===== config.mk =====
export PLATFORM = sky130hd
export DESIGN_NAME = acx_extract
export DESIGN_NICKNAME = d
export VERILOG_FILES = /design/src/rtl/acx_pkg.sv /design/src/rtl/acx_shifter.sv /design/src/rtl/acx_saturate.sv /design/src/rtl/acx_extract.sv
export SDC_FILE = /design/constraint.sdc
export NUM_CORES = 1
export LEC_CHECK = 0
export BUFFER_PORTS_ARGS = -buffer_cell sky130_fd_sc_hd__buf_4
export CORE_MARGIN = 3
export CORE_UTILIZATION = 50
export CTS_CLUSTER_SIZE = 28
export DETAILED_ROUTE_END_ITERATION = 6
export PLACE_DENSITY = 0.86
export SETUP_SLACK_MARGIN = 0.02
export SYNTH_ARGS = -nofsm -noshare
export SYNTH_HDL_FRONTEND = slang
export SYNTH_HIERARCHICAL = 1
export SYNTH_SLANG_ARGS = --single-unit

===== constraint.sdc =====
create_clock -name clk -period 8.9 [get_ports clk]
set_input_delay 2.225 -clock clk [delete_from_list [all_inputs] [get_ports clk]]
set_output_delay 2.225 -clock clk [all_outputs]
set_load 0.01 [all_outputs]

===== src/rtl/acx_pkg.sv =====
package acx_pkg;

    typedef enum logic [1:0] {
        MODE_PLAIN = 2'd0,
        MODE_ROUND = 2'd1,
        MODE_RSAT  = 2'd2,
        MODE_SAT16 = 2'd3
    } acx_mode_e;

    typedef enum logic {
        ST_IDLE = 1'b0,
        ST_EMIT = 1'b1
    } acx_state_e;

    localparam int CTL_W   = 32;
    localparam int OVF_BIT = 23;

endpackage


===== src/rtl/acx_shifter.sv =====
module acx_shifter #(
    parameter int ACC_W = 64,
    parameter int SH_W  = 5
) (
    input  logic [ACC_W-1:0]        acc,
    input  logic [SH_W-1:0]         sh,
    input  logic                    round_en,
    output logic signed [ACC_W:0]   shifted
);
    localparam logic [ACC_W:0] ONE = {{ACC_W{1'b0}}, 1'b1};

    logic signed [ACC_W:0] ext;
    logic        [ACC_W:0] bias;
    logic signed [ACC_W:0] sum;

    // One guard bit above the source keeps the rounding add from wrapping.
    assign ext = $signed({acc[ACC_W-1], acc});

    always_comb begin
        bias = '0;
        if (round_en && (sh != '0)) begin
            bias = ONE << (sh - SH_W'(1));
        end
    end

    assign sum     = ext + $signed(bias);
    assign shifted = sum >>> sh;

endmodule


===== src/rtl/acx_saturate.sv =====
module acx_saturate
    import acx_pkg::*;
#(
    parameter int ACC_W    = 64,
    parameter int OUT_W    = 32,
    parameter int NARROW_W = 16
) (
    input  acx_mode_e               mode,
    input  logic signed [ACC_W:0]   shifted,
    input  logic                    src_neg,
    output logic [OUT_W-1:0]        result,
    output logic                    ovf
);
    localparam int WIDE_UP   = ACC_W - OUT_W + 2;
    localparam int NARROW_UP = ACC_W - NARROW_W + 2;

    localparam logic [OUT_W-1:0] WIDE_MAX   = {1'b0, {(OUT_W-1){1'b1}}};
    localparam logic [OUT_W-1:0] WIDE_MIN   = {1'b1, {(OUT_W-1){1'b0}}};
    localparam logic [OUT_W-1:0] NARROW_MAX = {{(OUT_W-NARROW_W+1){1'b0}}, {(NARROW_W-1){1'b1}}};
    localparam logic [OUT_W-1:0] NARROW_MIN = {{(OUT_W-NARROW_W+1){1'b1}}, {(NARROW_W-1){1'b0}}};

    logic [WIDE_UP-1:0]   wide_top;
    logic [NARROW_UP-1:0] narrow_top;
    logic                 wide_fits;
    logic                 narrow_fits;
    logic                 val_neg;
    logic [OUT_W-1:0]     narrow_ext;

    assign wide_top    = shifted[ACC_W:OUT_W-1];
    assign narrow_top  = shifted[ACC_W:NARROW_W-1];
    assign wide_fits   = (wide_top == '0) || (wide_top == '1);
    assign narrow_fits = (narrow_top == '0) || (narrow_top == '1);
    assign val_neg     = shifted[ACC_W];
    assign narrow_ext  = {{(OUT_W-NARROW_W){shifted[NARROW_W-1]}}, shifted[NARROW_W-1:0]};

    always_comb begin
        result = shifted[OUT_W-1:0];
        ovf    = 1'b0;
        unique case (mode)
            MODE_PLAIN, MODE_ROUND: begin
                ovf = !wide_fits;
            end
            MODE_RSAT: begin
                ovf = !wide_fits;
                if (!wide_fits) begin
                    result = src_neg ? WIDE_MIN : WIDE_MAX;
                end
            end
            MODE_SAT16: begin
                ovf    = !narrow_fits;
                result = narrow_ext;
                if (!narrow_fits) begin
                    result = val_neg ? NARROW_MIN : NARROW_MAX;
                end
            end
        endcase
    end

endmodule


===== src/rtl/acx_extract.sv =====
module acx_extract
    import acx_pkg::*;
#(
    parameter int HALF_W   = 32,
    parameter int NUM_ACC  = 4,
    parameter int NARROW_W = 16,
    localparam int SEL_W   = $clog2(NUM_ACC),
    localparam int SH_W    = $clog2(HALF_W),
    localparam int ACC_W   = 2 * HALF_W
) (
    input  logic                      clk,
    input  logic                      rst_n,
    input  logic                      req_valid,
    input  logic [1:0]                req_mode,
    input  logic [SEL_W-1:0]          req_acc,
    input  logic                      req_use_reg,
    input  logic [SH_W-1:0]           req_imm,
    input  logic [HALF_W-1:0]         req_rs,
    input  logic [NUM_ACC*HALF_W-1:0] acc_hi_flat,
    input  logic [NUM_ACC*HALF_W-1:0] acc_lo_flat,
    input  logic                      ovf_clr,
    output logic                      res_valid,
    output logic [HALF_W-1:0]         res_data,
    output logic [CTL_W-1:0]          ctl_status
);
    acx_mode_e             mode_w;
    logic [ACC_W-1:0]      acc_arr [NUM_ACC];
    logic [ACC_W-1:0]      acc_sel;
    logic [SH_W-1:0]       shift_amt;
    logic                  round_en;
    logic signed [ACC_W:0] shifted;
    logic [HALF_W-1:0]     res_next;
    logic                  ovf_next;
    logic [HALF_W-SH_W-1:0] unused_rs_hi;

    acx_state_e        state_q, state_d;
    logic [HALF_W-1:0] res_q;
    logic              ovf_q;

    assign mode_w = acx_mode_e'(req_mode);

    for (genvar g = 0; g < NUM_ACC; g++) begin : g_acc
        assign acc_arr[g] = {acc_hi_flat[g*HALF_W +: HALF_W], acc_lo_flat[g*HALF_W +: HALF_W]};
    end

    assign acc_sel      = acc_arr[req_acc];
    assign shift_amt    = req_use_reg ? req_rs[SH_W-1:0] : req_imm;
    assign unused_rs_hi = req_rs[HALF_W-1:SH_W];
    assign round_en     = (mode_w == MODE_ROUND) || (mode_w == MODE_RSAT);

    acx_shifter #(
        .ACC_W (ACC_W),
        .SH_W  (SH_W)
    ) u_shift (
        .acc      (acc_sel),
        .sh       (shift_amt),
        .round_en (round_en),
        .shifted  (shifted)
    );

    acx_saturate #(
        .ACC_W    (ACC_W),
        .OUT_W    (HALF_W),
        .NARROW_W (NARROW_W)
    ) u_sat (
        .mode    (mode_w),
        .shifted (shifted),
        .src_neg (acc_sel[ACC_W-1]),
        .result  (res_next),
        .ovf     (ovf_next)
    );

    // State register
    always_ff @(posedge clk) begin
        if (!rst_n) begin
            state_q <= ST_IDLE;
        end else begin
            state_q <= state_d;
        end
    end

    // Next-state logic
    always_comb begin
        state_d = state_q;
        unique case (state_q)
            ST_IDLE: if (req_valid)  state_d = ST_EMIT;
            ST_EMIT: if (!req_valid) state_d = ST_IDLE;
        endcase
    end

    // Outputs
    always_comb begin
        res_valid           = (state_q == ST_EMIT);
        res_data            = res_q;
        ctl_status          = '0;
        ctl_status[OVF_BIT] = ovf_q;
    end

    always_ff @(posedge clk) begin
        if (!rst_n) begin
            res_q <= '0;
        end else if (req_valid) begin
            res_q <= res_next;
        end
    end

    always_ff @(posedge clk) begin
        if (!rst_n) begin
            ovf_q <= 1'b0;
        end else if (req_valid && ovf_next) begin
            ovf_q <= 1'b1;
        end else if (ovf_clr) begin
            ovf_q <= 1'b0;
        end
    end

endmodule


# Word level (Yosys, flattened, before mapping)
# Cells that the tools add are included.
# Widths: inputs -> output; s select.
totals:
  reg_bits: 34
classes:
  addsub: 2
  n_lt_le_gt_ge: 1
  eq_ne: 5
  shift: 2
  n_mux: 14
  bitwise: 1
  n_reduce_logical: 13
op_table:
  columns: ["op", "count"]
  rows:
  - ["$bmux 64 s2", 1]
  - ["$mux 32", 4]
  - ["$mux 64", 2]
  - ["$add 64x65->65", 1]
  - ["$mux 65", 1]
  - ["$shl 1x5->65 const A", 1]
  - ["$sshr 65x5->65", 1]
  - ["$pmux 32 s2", 1]
  - ["$eq 50x50->1 const B", 1]
  - ["$logic_not 50->1", 1]
  - ["$eq 34x34->1 const B", 1]
  - ["$logic_not 34->1", 1]
  - ["$mux 5", 1]
  - ["$reduce_bool 5->1", 1]
  - ["$sub 5x1->5 const B", 1]
  - ["$eq 2x2->1 const B", 2]
  - ["$ge 3x3->1 const B", 1]
  - ["$logic_or 1x1->1", 3]
  - ["$mux 1", 3]
  - ["$not 2->3", 1]
  - ["$reduce_or 3->1", 1]
  - ["$eq 2x1->1 const B", 1]
  - ["$logic_and 1x1->1", 2]
  - ["$logic_not 1->1", 2]
  - ["3 further kinds", 3]

# Depth between registers and ports, before layout
logic_depth:
  ltp_word: 12
  depth_mapped: 32
  ltp_nobuf: 26

# Hierarchy
# Netlist, hierarchy kept.
modules_own_cells:
  columns: ["mod", "n_inst", "cells_each", "area_per_inst_um2", "seq_area_each_um2"]
  rows:
  - ["acx_shifter", 1, 1326, 8848.5, 0.0]
  - ["acx_extract", 1, 226, 3195.6, 680.7]
  - ["acx_saturate", 1, 93, 681.9, 0.0]

# Worst setup path before layout
# OpenSTA, ideal clock, no wires.
synth_timing:
  path_type: "input to register"
  start: "in req_use_reg"
  end: "reg res_q[30] (netlist: res_data[30])"
  setup_ns: 0.116
  t_arrival_ns: 8.653
  slack_ns: 0.131
  stages: 31
  n_path_buf: 7
  path_cell_list: "mux2_2 > clkbuf_1 > clkbuf_1 > clkbuf_1 > nor2_1 > xnor2_1 > nand3_1 > nor2_1 > ha_1 > a211oi_1 > o211ai_1 > a21oi_2 > o21ai_0 > o21ai_1 > buf_2 > nor3_1 > or2_0 > mux4_2 > mux2_4 > mux4_1 > nor4_1 > nand4_1 > or3_1 > buf_6 > a22oi_1 > nor2b_1 > buf_6 > buf_6 > o21a_1 > mux2i_1 > nor2b_1"
synth_between:
  elab_chain_cells: 10
synth_lines:
  columns: ["item", "line", "rtl"]
  rows:
  - ["start: declaration", "acx_extract.sv:16", "input logic req_use_reg,"]
  - ["$mux 5 *", "acx_extract.sv:47", "assign shift_amt = req_use_reg ? req_rs[SH_W-1:0] : req_imm;"]
  - ["$sub 5x1->5 or $reduce_bool 5->1 (tied branches)", "acx_shifter.sv:22, acx_shifter.sv:21", null]
  - ["$shl 1x5->65 or $logic_and 1x1->1 (tied branches)", "acx_shifter.sv:22, acx_shifter.sv:21", null]
  - ["$mux 65", "acx_shifter.sv:21", "if (round_en && (sh != '0)) begin"]
  - ["$add 64x65->65", "acx_shifter.sv:26", "assign sum = ext + $signed(bias);"]
  - ["$sshr 65x5->65 *", "acx_shifter.sv:27", "assign shifted = sum >>> sh;"]
  - ["named net shifted[33]", "acx_extract.sv:31", "logic signed [ACC_W:0] shifted;"]
  - ["$eq 50x50->1, or another cell as far along", "acx_saturate.sv:32", "assign narrow_fits = (narrow_top == '0) || (narrow_top == '1);"]
  - ["$logic_or 1x1->1 (on tied branches)", "acx_saturate.sv:32, acx_saturate.sv:31", null]
  - ["$mux 32 (on tied branches)", "acx_saturate.sv:52, acx_saturate.sv:45", null]
  - ["$pmux 32 s2 *", "acx_saturate.sv:39", "unique case (mode)"]
  - ["named net res_next[30]", "acx_extract.sv:32", "logic [HALF_W-1:0] res_next;"]
  - ["end signal: assignment", "acx_extract.sv:103", "res_q <= res_next;"]
  - ["end: declaration", "acx_extract.sv:37", "logic [HALF_W-1:0] res_q;"]
# The timed path passes the listed nets; every way through them passes the cells marked *.
# A chain may end at the register's enable or synchronous reset.

# Worst setup path after layout
layout_timing:
  start: "in req_use_reg"
  end: "reg res_q[2] (netlist: res_data[2])"
layout_between:
  elab_chain_cells: 10
layout_lines:
  columns: ["item", "line", "rtl"]
  rows:
  - ["$mux 5 *", "acx_extract.sv:47", null]
  - ["named net shift_amt[3]", "acx_extract.sv:29", "logic [SH_W-1:0] shift_amt;"]
  - ["$sub 5x1->5 or $reduce_bool 5->1 (tied branches)", "acx_shifter.sv:22, acx_shifter.sv:21", null]
  - ["$shl 1x5->65 or $logic_and 1x1->1 (tied branches)", "acx_shifter.sv:22, acx_shifter.sv:21", null]
  - ["$mux 65", "acx_shifter.sv:21", null]
  - ["$add 64x65->65", "acx_shifter.sv:26", null]
  - ["$sshr 65x5->65 *", "acx_shifter.sv:27", null]
  - ["named net shifted[19]", "acx_extract.sv:31", null]
  - ["$eq 50x50->1 or $logic_not 50->1 (tied branches)", "acx_saturate.sv:32", null]
  - ["$logic_or 1x1->1 *", "acx_saturate.sv:32", null]
  - ["$mux 32 *", "acx_saturate.sv:52", "if (!narrow_fits) begin"]
  - ["$pmux 32 s2 *", "acx_saturate.sv:39", null]
  - ["named net res_next[2]", "acx_extract.sv:32", null]
# Marks and branches as above.

==> run_results.csv <==
group,metric,value,unit
status,outcome,"finished with violations",
status,violations,"DRC",
sta,hold_violations,0,
placement,portBuffers,308,
setup_path,crit_start,"req_use_reg",
sta,setup_viol,0,
detailed_routing,wire_per_inst,24.51,um
cells_and_area,drive_above_1_share,0.4100,
sta,min_period,8.813,ns
logic_synthesis,synth-edff-count,0,
clocking,path_clk_slew,0.06,ns
worst_hold_path,hold_path_depth,2,
clocking,hold_buffers,0,
logic_synthesis,ys_ff_latch,34,
grt,grt_pass1_wl,90.78,mm
placement,hpwl,48.88,mm
setup_path,worst_path_most_repeated_cell,"buf_4",
setup_path,worstRegToRegCells,2,
clocking,clock-sinks,34,
placement,place.gp.congestion,1.046,
grt,track_usage,0.4233,
logic_synthesis,ys.flop_type,"dfxtp_1",
floorplan,die_h,165.5,um
placement,place_ws,-0.4832,ns
clocking,clk-insertion-delay-late,0.29,ns
power_and_ir_drop,finalPower,1823,uW
logic_synthesis,synth_top_cell_by_area,"mux4_2",
run,maxCapViolCount,0,
logic_synthesis,async_flop_share,0,
clocking,numCtsBuffers,5,
clocking,cts_tree,"built",
cells_and_area,diodes,0,
logic_synthesis,syn_area,0.01273,mm2
power_and_ir_drop,ir_drop,152.4,uV
detailed_routing,viasPerCell,6.821,
sta,tightest_slew,1.148,ns
worst_hold_path,hold_path_startpoint,"res_data[27]$_SDFFE_PN0P_",
setup_path,cp.arrival,8.99,ns
logic_synthesis,syn_inst,1645,
cells_and_area,fin_util,0.7195,
setup_path,path_max_fanout,7,
grt,grt_overflow,0,
sta,maxSlewHeadroom,0.2319,
logic_synthesis,synth.area.top_cells,"mux4_2 (13%), mux2i_1 (7.7%), dfxtp_1 (5.3%)",
floorplan,dieArea,0.02740,mm2
logic_synthesis,synth_top_area_share,0.1345,
cells_and_area,layout_common_cells,"buf_4 (648), nand2_1 (147), nor2_1 (132)",
logic_synthesis,yosys_warnings,6,
grt,grt_pass1_vias,16220,
sta,tns,0,ns
sta,layout_setup_ws,0.08697,ns
detailed_routing,drc,28,
sta,timing.fmax,113.5,MHz
clocking,cts_root_buffer,"clkbuf_16",
logic_synthesis,syn_avg_cell_area,7.736,um2
detailed_routing,drt-total-wl,61.04,mm
detailed_routing,first_pass_iters,7,
sta,drv_slew,0,
floorplan,start_util,0.5157,
setup_path,max_stage_delay,0.61,ns
setup_path,crit_path_start_kind,"primary input",
detailed_routing,drtAntennaViolNets,0,
logic_synthesis,ys_types,100,
clocking,cts_buffer_depth,2,
clocking,cts.htree.levels,2,
setup_path,crit_slowest_cell,"or4_4",
cells_and_area,num-nets-final,2500,
floorplan,row_count,57,
cells_and_area,area.growth.synth_to_final,39.50,%
setup_path,worstPathRequired,9.07,ns
detailed_routing,dr.first_iter.drc_count,2746,
detailed_routing,dr_total_vias,16990,
floorplan,ioPinCount,367,
sta,period_share,0.9902,
setup_path,r2r-start,"res_data[17]$_SDFFE_PN0P_",
cells_and_area,final_common_cell,"buf_4",
power_and_ir_drop,power.density,102.7,mW/mm2
setup_path,crit_path_end_kind,"flip-flop",
worst_hold_path,hold_path.class,"flip-flop to flip-flop",
setup_path,path_class,"primary input to flip-flop",
power_and_ir_drop,p_leak,0.007553,uW
floorplan,dieWidth,165.5,um
floorplan,core_area,0.02468,mm2
sta,finalClockSkew,0,ns
grt,grt_max_degree,76,
logic_synthesis,yosysSeqAreaShare,0.05349,
grt,antenna_found_initial,1,
-- final cells by class --
class,count,area [um2]
clock inverters,3,68.82
repair buffers,654,4976
fillers,1957,6923
inverters,21,78.83
multi-input cells,1449,11420
clock buffers,5,125.1
well taps,324,405.4
flip-flops and latches,34,680.7
-- power breakdown --
group | total (uW) | internal (uW) | leakage [uW] | switching, uW
registers | 181 | 170 | 0.000281 | 10.8
clock network | 234 | 161 | 0.0000940 | 72.6
logic | 1410 | 641 | 0.00718 | 767
-- critical path, delay by kind of cell --
| kind | cells | cell delay [ns] |
|---|---|---|
| AOI/OAI and AO/OA | 9 | 2.10 |
| adders and majority gates | 1 | 0.25 |
| buffers and inverters | 9 | 1.50 |
| muxes | 3 | 0.77 |
| and+or+nand+nor | 8 | 2.11 |
-- per-stage QoR --
stage / hold WS (ns) / area, um2 / std cells
global route: 0.5395 / 17750 / 2490
floorplan: 0.4540 / 12840 / 1675
detailed placement: 0.4958 / 17130 / 2472
global placement: 0.4658 / 17130 / 2472
finish: 0.5211 / 17750 / 2490
CTS: 0.5041 / 17360 / 2480
-- layer usage --
metal | GRT usage | vias up | wire [um]
met3 | 0.08456 | 267 | 7532
li1 | - | 7462 | -
met5 | 0 | - | 0
met2 | 0.6951 | 1322 | 27370
met1 | 0.5453 | 7934 | 22970
met4 | 0.1682 | 0 | 3166
-- worst paths after layout --
kind                                to  slack [ns]
max           res_data[2]$_SDFFE_PN0P_        0.09
min          res_data[27]$_SDFFE_PN0P_        0.52
max reg2reg  res_data[17]$_SDFFE_PN0P_        8.21
min reg2reg  res_data[27]$_SDFFE_PN0P_        0.52
-- cells in the mapped netlist (7+ instances only) --
library cell	count
ha_1	32
o21a_1	34
and3_1	19
a21oi_1	87
o211ai_1	38
nand2_1	149
a21boi_0	8
o221a_2	9
buf_6	13
dfxtp_1	34
nor2b_1	40
buf_1	13
a211oi_1	27
clkbuf_1	81
a32oi_1	7
inv_1	20
xor2_1	16
mux4_2	76
a22oi_1	12
o211a_1	12
nand4_1	41
mux2_2	34
nor3_1	48
o221ai_1	25
nand3_1	56
o22ai_1	15
mux2i_1	98
or2_2	8
or3_1	23
buf_4	40
xnor2_1	29
a31oi_1	10
nor2_1	136
buf_2	18
o31ai_1	11
a221oi_1	17
nor4_1	28
o21ai_0	77
a21o_1	33
and2_1	15
-- registers in the layout (all words and copies together) (netlist names) --
register	flops
ovf_q	1
res_data	32
res_valid	1
-- repair_timing --
item,CTS,global route
hold endpoints to repair,0,0
gates resized for setup,6,75
setup buffers,0,9
pin swaps,1,14
gates cloned,0,1
endpoints found under the setup margin,32,33
-- cell families (layout without fill, tap and decap cells) --
kind of cell | count (synthesis) | count (layout) | share of synthesized area
fa+ha+maj | 33 | 33 | 0.03303
flops | 34 | 34 | 0.05349
simple gates | 601 | 601 | 0.2397
xor+xnor | 45 | 45 | 0.03097
buf+inv | 193 | 683 | 0.08593
compound gates | 522 | 523 | 0.3011
other cells | 2 | 32 | 0.0005901
mux | 215 | 215 | 0.2552
Note: power is estimated with default switching activity, not from simulation.
